==> src/rtl/alu3_pkg.sv <==
package alu3_pkg;

  typedef enum logic [2:0] {
    OP_ADD = 3'd0,
    OP_SUB = 3'd1,
    OP_OR  = 3'd2,
    OP_XOR = 3'd3,
    OP_AND = 3'd4,
    OP_NOT = 3'd5,
    OP_SHL = 3'd6,
    OP_SHR = 3'd7
  } alu_op_e;

  typedef enum logic [1:0] {
    LG_OR  = 2'd0,
    LG_XOR = 2'd1,
    LG_AND = 2'd2,
    LG_INV = 2'd3
  } logic_fn_e;

  function automatic logic op_is_arith(alu_op_e op);
    return (op == OP_ADD) || (op == OP_SUB);
  endfunction

  function automatic logic op_is_logic(alu_op_e op);
    return (op == OP_OR) || (op == OP_XOR) || (op == OP_AND) || (op == OP_NOT);
  endfunction

  function automatic logic op_is_shift(alu_op_e op);
    return (op == OP_SHL) || (op == OP_SHR);
  endfunction

endpackage

==> src/rtl/alu3_arith.sv <==
module alu3_arith #(
  parameter int WIDTH = 8
) (
  input  logic [WIDTH-1:0] a,
  input  logic [WIDTH-1:0] b,
  input  logic             flag_c,
  input  logic             do_sub,
  output logic [WIDTH-1:0] sum,
  output logic             c_out
);
  // Subtract is A + ~B + ~borrow; the raw carry out is then "no borrow".
  logic [WIDTH-1:0] b_eff;
  logic [WIDTH:0]   chain;

  assign b_eff    = do_sub ? ~b : b;
  assign chain[0] = do_sub ? ~flag_c : flag_c;

  for (genvar i = 0; i < WIDTH; i++) begin : g_bit
    assign sum[i]     = a[i] ^ b_eff[i] ^ chain[i];
    assign chain[i+1] = (a[i] & b_eff[i]) | (chain[i] & (a[i] ^ b_eff[i]));
  end

  assign c_out = do_sub ? ~chain[WIDTH] : chain[WIDTH];
endmodule

==> src/rtl/alu3_logic.sv <==
module alu3_logic
  import alu3_pkg::*;
#(
  parameter int WIDTH = 8
) (
  input  logic [WIDTH-1:0] a,
  input  logic [WIDTH-1:0] b,
  input  logic_fn_e        fn,
  output logic [WIDTH-1:0] y
);
  always_comb begin
    unique case (fn)
      LG_OR:   y = a | b;
      LG_XOR:  y = a ^ b;
      LG_AND:  y = a & b;
      default: y = ~a;
    endcase
  end
endmodule

==> src/rtl/alu3_flags.sv <==
module alu3_flags (
  input  logic clk,
  input  logic rst_n,
  input  logic upd,
  input  logic c_next,
  input  logic z_next,
  output logic c_q,
  output logic z_q
);
  always_ff @(posedge clk or negedge rst_n) begin
    if (!rst_n) begin
      c_q <= 1'b0;
      z_q <= 1'b0;
    end else if (upd) begin
      c_q <= c_next;
      z_q <= z_next;
    end
  end

  assert_flags_hold_R6: assert property (@(posedge clk) disable iff (!rst_n)
    !upd |=> ($stable(c_q) && $stable(z_q)));

  assert_flags_load_R5: assert property (@(posedge clk) disable iff (!rst_n)
    upd |=> (c_q == $past(c_next)) && (z_q == $past(z_next)));
endmodule

==> src/rtl/alu3_core.sv <==
module alu3_core
  import alu3_pkg::*;
#(
  parameter int WIDTH = 8
) (
  input  logic             clk,
  input  logic             rst_n,
  input  logic             exec_en,
  input  logic [2:0]       op_sel,
  input  logic [WIDTH-1:0] src_a,
  input  logic [WIDTH-1:0] src_b,
  output logic [WIDTH-1:0] result,
  output logic             carry_flag,
  output logic             zero_flag
);
  localparam logic [WIDTH-1:0] ALL_ZERO = '0;

  alu_op_e          op;
  logic_fn_e        lg_fn;
  logic [WIDTH-1:0] arith_y;
  logic [WIDTH-1:0] logic_y;
  logic             arith_c;
  logic             c_nx;
  logic             z_nx;
  logic             flag_upd;

  assign op = alu_op_e'(op_sel);

  always_comb begin
    unique case (op)
      OP_OR:   lg_fn = LG_OR;
      OP_XOR:  lg_fn = LG_XOR;
      OP_AND:  lg_fn = LG_AND;
      default: lg_fn = LG_INV;
    endcase
  end

  alu3_arith #(.WIDTH(WIDTH)) u_arith (
    .a      (src_a),
    .b      (src_b),
    .flag_c (carry_flag),
    .do_sub (op == OP_SUB),
    .sum    (arith_y),
    .c_out  (arith_c)
  );

  alu3_logic #(.WIDTH(WIDTH)) u_logic (
    .a  (src_a),
    .b  (src_b),
    .fn (lg_fn),
    .y  (logic_y)
  );

  always_comb begin
    if (op_is_arith(op))      result = arith_y;
    else if (op_is_logic(op)) result = logic_y;
    else                      result = src_a;
  end

  assign c_nx     = op_is_arith(op) ? arith_c : 1'b0;
  assign z_nx     = (result == ALL_ZERO);
  assign flag_upd = exec_en && !op_is_shift(op);

  alu3_flags u_flags (
    .clk    (clk),
    .rst_n  (rst_n),
    .upd    (flag_upd),
    .c_next (c_nx),
    .z_next (z_nx),
    .c_q    (carry_flag),
    .z_q    (zero_flag)
  );

  assert_logic_clears_carry_R3: assert property (@(posedge clk) disable iff (!rst_n)
    (exec_en && (op_sel inside {3'd2, 3'd3, 3'd4, 3'd5})) |=> !carry_flag);

  assert_not_ignores_b_R4: assert property (@(posedge clk) disable iff (!rst_n)
    (op_sel == 3'd5) |-> (result == ~src_a));

  assert_zero_tracks_result_R5: assert property (@(posedge clk) disable iff (!rst_n)
    (exec_en && !op_sel[2]) |=> (zero_flag == ($past(result) == ALL_ZERO)));

  assert_shift_is_noop_R7: assert property (@(posedge clk) disable iff (!rst_n)
    (op_sel[2:1] == 2'b11) |=> ($stable(carry_flag) && $stable(zero_flag)));

  assert_shift_passes_a_R7: assert property (@(posedge clk) disable iff (!rst_n)
    (op_sel[2:1] == 2'b11) |-> (result == src_a));

  assert_add_sum_R1: assert property (@(posedge clk) disable iff (!rst_n)
    (exec_en && op_sel == 3'd0) |=>
      ({carry_flag, $past(result)} ==
       ({1'b0, $past(src_a)} + {1'b0, $past(src_b)} + {{WIDTH{1'b0}}, $past(carry_flag)})));
endmodule

==> config.mk <==
export PLATFORM = sky130hd
export DESIGN_NAME = alu3_core
export DESIGN_NICKNAME = d
export VERILOG_FILES = /design/src/rtl/alu3_pkg.sv /design/src/rtl/alu3_arith.sv /design/src/rtl/alu3_logic.sv /design/src/rtl/alu3_flags.sv /design/src/rtl/alu3_core.sv
export SDC_FILE = /design/constraint.sdc
export NUM_CORES = 1
export LEC_CHECK = 0
export ABC_AREA = 1
export BUFFER_PORTS_ARGS = -buffer_cell sky130_fd_sc_hd__buf_4
export CAP_MARGIN = 20
export CORE_MARGIN = 5
export CORE_UTILIZATION = 54
export DETAILED_ROUTE_END_ITERATION = 10
export PLACE_DENSITY = 0.81
export SYNTH_ARGS = -nofsm -noshare
export SYNTH_HDL_FRONTEND = slang
export SYNTH_HIERARCHICAL = 1
export SYNTH_SLANG_ARGS = --single-unit
==> constraint.sdc <==
create_clock -name clk -period 6.9 [get_ports clk]
set_input_delay 1.035 -clock clk [delete_from_list [all_inputs] [get_ports clk]]
set_output_delay 1.035 -clock clk [all_outputs]
set_load 0.1 [all_outputs]
-- Word-level counts from Yosys, hierarchy flattened
Index checks and enable logic that the tools add are counted.
- multiplexer cells: 8
- magnitude comparators: 0
- add/sub/neg operators: 0
- multiply operators: 0
- bitwise gates (word level): 47
- equal/unequal tests: 9
- shift operators: 0
- reduce and logical (&&, ||, !) cells: 10
- div/mod/pow operators: 0
- operators by type and width (operator ; count):
    2-to-1 mux 8 bit ; 3
    one-hot mux 8 bit (3 select lines) ; 1
    AND 1 bit ; 16
    inverter 8 bit ; 2
    bitwise XOR 1 bit ; 16
    equality test 3 bit, second input constant ; 4
    AND 8 bit ; 1
    zero test 8 bit ; 1
    bitwise OR 1 bit ; 8
    bitwise OR 8 bit ; 1
    bitwise XOR 8 bit ; 1
    equality test 3 x 2 -> 1 bit, second input constant ; 2
    one-hot mux 2 bit (3 select lines) ; 1
    logical OR 1 bit ; 5
    equality test 3 x 1 -> 1 bit, second input constant ; 1
    zero test 3 bit ; 1
    2-to-1 mux 1 bit ; 3
    equality test 2 x 1 -> 1 bit, second input constant ; 1
    equality test 2 bit, second input constant ; 1
    zero test 2 bit ; 1
    inverter 1 bit ; 2
    logical AND 1 bit ; 1
    zero test 1 bit ; 1
- bits in writable memories: 0
- ROM bits: 0
- bits in registers: 2
- latch bits: 0
- logic and storage cells: 76
- output and inout bits: 10
- memories: 0

-- Longest topological paths before layout
- depth after elaboration: 22
- gate-level depth with buffers: 25
- depth with buffers taken out: 25

-- Modules after synthesis
The synthesis kept the hierarchy.
- by module, submodules not included (module ; cells an instance ; times used ; area an instance (µm²) ; sequential area each (µm²)):
    alu3_logic ; 87 ; 1 ; 525.5 ; 0.0
    alu3_arith ; 64 ; 1 ; 380.4 ; 0.0
    alu3_core ; 70 ; 1 ; 286.5 ; 0.0
    alu3_flags ; 9 ; 1 ; 76.3 ; 50.0

-- Least setup slack after synthesis
No wires, ideal clock.
- kind: input-to-output
- start: input port op_sel[2]
- end: output port result[7]
- slack: 0.192 ns
- stages on the path: 20
- arrival time: 5.673 ns
- cell sequence: inv_2 nand2_2 nor2_1 buf_6 nand2_1 nand2_1 fa_1 inv_1 fa_1 fa_1 fa_1 fa_1 fa_1 fa_1 inv_1 fa_1 inv_1 nand2_1 o21ai_1 nor2_1
- longest elaborated chain between the ends: 19
- ends and longest elaborated chain (what ; RTL line ; source):
    start, declared ; alu3_core.sv:9 ; input logic [2:0] op_sel,
    equality test 3 x 1 -> 1 bit (*) ; alu3_core.sv:42 ; .do_sub (op == OP_SUB),
    2-to-1 mux 8 bit ; alu3_arith.sv:15 ; assign b_eff = do_sub ? ~b : b;
    bitwise XOR 1 bit ; alu3_arith.sv:20 ; assign chain[i+1] = (a[i] & b_eff[i]) | (chain[i] & (a[i] ^ b_eff[i]));
    AND 1 bit ; alu3_arith.sv:20 ;
    bitwise OR 1 bit ; alu3_arith.sv:20 ;
    AND 1 bit ; alu3_arith.sv:20 ;
    bitwise OR 1 bit ; alu3_arith.sv:20 ;
    AND 1 bit ; alu3_arith.sv:20 ;
    [4 not listed] ; n/a ;
    bitwise OR 1 bit ; alu3_arith.sv:20 ;
    AND 1 bit ; alu3_arith.sv:20 ;
    bitwise OR 1 bit ; alu3_arith.sv:20 ;
    AND 1 bit ; alu3_arith.sv:20 ;
    bitwise OR 1 bit ; alu3_arith.sv:20 ;
    bitwise XOR 1 bit (*) ; alu3_arith.sv:19 ; assign sum[i] = a[i] ^ b_eff[i] ^ chain[i];
    named net arith_y[7] ; alu3_core.sv:20 ; logic [WIDTH-1:0] arith_y;
    2-to-1 mux 8 bit (*) ; alu3_core.sv:55 ; if (op_is_arith(op)) result = arith_y;
    end, declared ; alu3_core.sv:12 ; output logic [WIDTH-1:0] result,
The timed path passes the listed nets; every way through them passes the cells marked *.

-- Final worst setup path
Ends and elaborated chain as after synthesis.

==> flow_metrics.py <==
metrics = {
    "run_status": {
        "status": "finished, final reports clean",
    },
    "synth": {
        "synthDistinctLibCells": 17,
        "synth_area_per_cell_sq_um": 5.52,
        "ys_ff_latch": 2,
        "synth_fp_nets": 276,
        "syn_area_sq_um": 1270,
        "ys_seq_area_share_pct": 3.94,
        "yosys_warnings": 6,
        "synthCells": 230,
    },
    "power_and_ir_drop": {
        "internal-power_uw": 77.6,
        "p_sw_share_pct": 62.1,
        "p_clk_share_pct": 13.3,
        "cellPowerDensity_nw_per_um2": 133,
        "share_comb_of_total_power_pct": 80.4,
        "peakVddDrop_v": 0.000105,
        "p_total_uw": 205,
        "seq_power_share_pct": 6.3,
        "leakage_uw": 0.00100,
        "p_sw_uw": 127,
    },
    "sta": {
        "setup_viol": 0,
        "tightest_slew_ps": 698,
        "setup_ws_ps": 588,
        "rsz0062_at_grt": "false",
        "hold_viol_final": 0,
        "period_share_pct": 91.5,
        "fin_crit_ps": 6310,
        "fin_skew_ps": 8.64,
        "tns_ps": 0,
        "relSlewSlack_pct": 53.3,
        "max_freq_mhz": 158,
        "report.final.slew_viol_count": 0,
        "whs_ps": 500,
    },
    "setup_path": {
        "slowest_delay_ps": 400,
        "path_class": "input pin to output port",
        "arrival_ps": 5280,
        "cp_data_required_time_ps": 5860,
        "path_delay_family": "adder cells",
        "cp-start-kind": "input pin",
        "path_buf_inv": 8,
        "cpMostUsedCell": "fa_1",
        "path_max_fanout": 11,
        "crit_slowest_cell": "fa_1",
        "crit_chain": "buf_4, inv_2, nand2_2, nor2_1, buf_4, inv_2, nand2_1, nand2_1, fa_1, inv_1, fa_1, fa_1, fa_1, fa_1, fa_1, fa_1, inv_1, fa_1, inv_1, nand2_1, o21ai_1, nor2_1, buf_4",
        "cp-end-kind": "output port",
    },
    "route": {
        "drt_iter0_drc": 31,
        "maxUsedRoutingLayer": "met4",
        "route.vias.total": 1372,
        "drc": 0,
        "vias_per_cell": 4.75,
        "routed_wl_microns": 3170,
        "wl_met1_microns": 1380,
        "ant_nets": 0,
        "wl_met3_microns": 182,
        "wl_per_cell_microns": 11.0,
        "wl_met2_microns": 1590,
        "drt_pass1_iterations": 4,
    },
    "clock_network": {
        "root_buffer": "clkbuf_4",
        "htree_levels": 1,
        "clockBufferDepth": 2,
        "ctsResizeCount": 0,
        "cts.sinks": 2,
        "numCtsBuffers": 3,
        "postCtsSetupBuffers": 0,
        "clkTransAtPathRegs_ps": 30,
        "cts_hold_buf": 0,
        "cts_tree": "yes",
        "worstSkewPairLatency_ps": 230,
    },
    "cells_and_area": {
        "drive_gt1_share_pct": 18.0,
        "antennaDiodeCount": 0,
        "stdcell_count": 289,
        "layout.nets": 309,
        "nFillCells": 218,
        "areaGrowthSynthToFinish_pct": 20.9,
    },
    "grt": {
        "grt_pass1_vias": 1220,
        "antenna_found_initial": 0,
        "grt_max_degree": 20,
        "grt_pass1_wl_microns": 5410,
        "grt_overflow": 0,
        "track_usage_pct": 20.3,
    },
    "floorplanning": {
        "core_sq_um": 2230,
        "initial_core_util_pct": 56.8,
        "ios": 32,
        "dieArea_sq_um": 3420,
        "die_h_microns": 58.5,
        "rows": 17,
        "dieWidth_microns": 58.5,
    },
    "placement": {
        "pre_cts_ws_ps": 592,
        "gp_congestion": 0.885,
        "dp.cells": 286,
        "dpl.hpwl_microns": 2520,
        "numPortBuffers": 31,
    },
    "worst_hold_path": {
        "hp-class": "register to register",
    },
    "job": {
        "maxCapViolations": 0,
    },
}
## layer usage
layer	GRT usage, %	vias up
met5	0	-
met4	4.97	0
met3	2.19	2
met2	37.0	34
met1	25.3	606
li1	-	730
## stage by stage
step	utilization (%)	instance area, sq um
6_report	68.7	1530
5_1_grt	68.7	1530
4_1_cts	68.7	1530
3_5_place_dp	67.7	1510
3_3_place_gp	67.7	1510
2_1_floorplan	-	1270
## final cells by class
class                      instances  area (sq um)  share of cell area [%]
multi-input combinational        154           922                    60.1
inverter                          70           264                    17.2
timing repair buffer              32           240                    15.7
sequential                         2          50.0                    3.26
tap                               28          35.0                    2.28
clock buffer                       3          22.5                    1.47
## layout by cell type (no fill, tap or decap), types with 3 or more instances in the layout
master and n:
nor2_1 24, nand4_1 8, nand2_2 3, ha_1 16, nor2_2 3, nand3_1 21, buf_4 32, inv_2 4
nand2_1 66, inv_1 65, clkbuf_4 3, fa_1 8
## sequential cells by signal, summed over array words and instances, names as in the netlist
name / cells
u_flags/c_q: 1
u_flags/z_q: 1
## final timing paths
check | start | to | slack, ps | cells past startpoint
max in group asynchronous | rst_n | u_flags/z_q$_DFFE_PN0P_ | 6220 | 1
min reg2reg | u_flags/z_q$_DFFE_PN0P_ | u_flags/z_q$_DFFE_PN0P_ | 500 | 2
min | u_flags/z_q$_DFFE_PN0P_ | u_flags/z_q$_DFFE_PN0P_ | 500 | 2
min in group asynchronous | rst_n | u_flags/c_q$_DFFE_PN0P_ | 580 | 1
max reg2reg | u_flags/c_q$_DFFE_PN0P_ | u_flags/z_q$_DFFE_PN0P_ | 2580 | 22
max | op_sel[2] | result[7] | 590 | 23
## worst register-to-register path, cell delays in order (launching register included)
cell and delay (ps):
dfrtp_1 400, inv_1 60, nand2_1 40, nand2_1 70, fa_1 160, inv_1 50
fa_1 370, fa_1 390, fa_1 390, fa_1 390, fa_1 380, fa_1 360
inv_1 80, fa_1 400, inv_1 70, nand2_1 40, o21ai_1 80, nor2_1 60
nor2_1 140, nand2_1 80, nor2_1 100, nand2_1 60, nand2_1 70
## cells in the mapped netlist
master | count | share of area (%)
nand2_1 | 66 | 20
inv_1 | 65 | 19
nor2_1 | 24 | 7.1
nand3_1 | 21 | 8.3
ha_1 | 16 | 16
fa_1 | 8 | 13
nand4_1 | 8 | 3.9
inv_2 | 4 | 1.2
nand2_2 | 3 | 1.5
nor2_2 | 3 | 1.5
buf_2 | 2 | 0.79
buf_6 | 2 | 1.8
dfrtp_1 | 2 | 3.9
o21ai_0 | 2 | 0.79
o21ai_1 | 2 | 0.79
clkinv_2 | 1 | 0.39
nand2_4 | 1 | 0.89
## power groups by stage
stage          clock network [uW]  logic, uW  registers (uW)
6_report                     27.2        165            12.9
5_1_grt                      29.7        182            13.1
4_1_cts                      28.5        165            12.9
3_5_place_dp                    0        165            13.1
3_3_place_gp                    0        163            13.1
2_1_floorplan                   0        120            17.0
## cell families (layout without fill, tap and decap cells)
logic type / Yosys count / after routing / share of synthesized area (%)
AOI/OAI and AO/OA: 4 / 4 / 1.58
adders and majority gates: 24 / 24 / 28.4
buffers and inverters: 74 / 105 / 23.4
DFF: 2 / 2 / 3.94
and+or+nand+nor: 126 / 126 / 42.7
No activity file was read; power rests on OpenSTA's default activity.
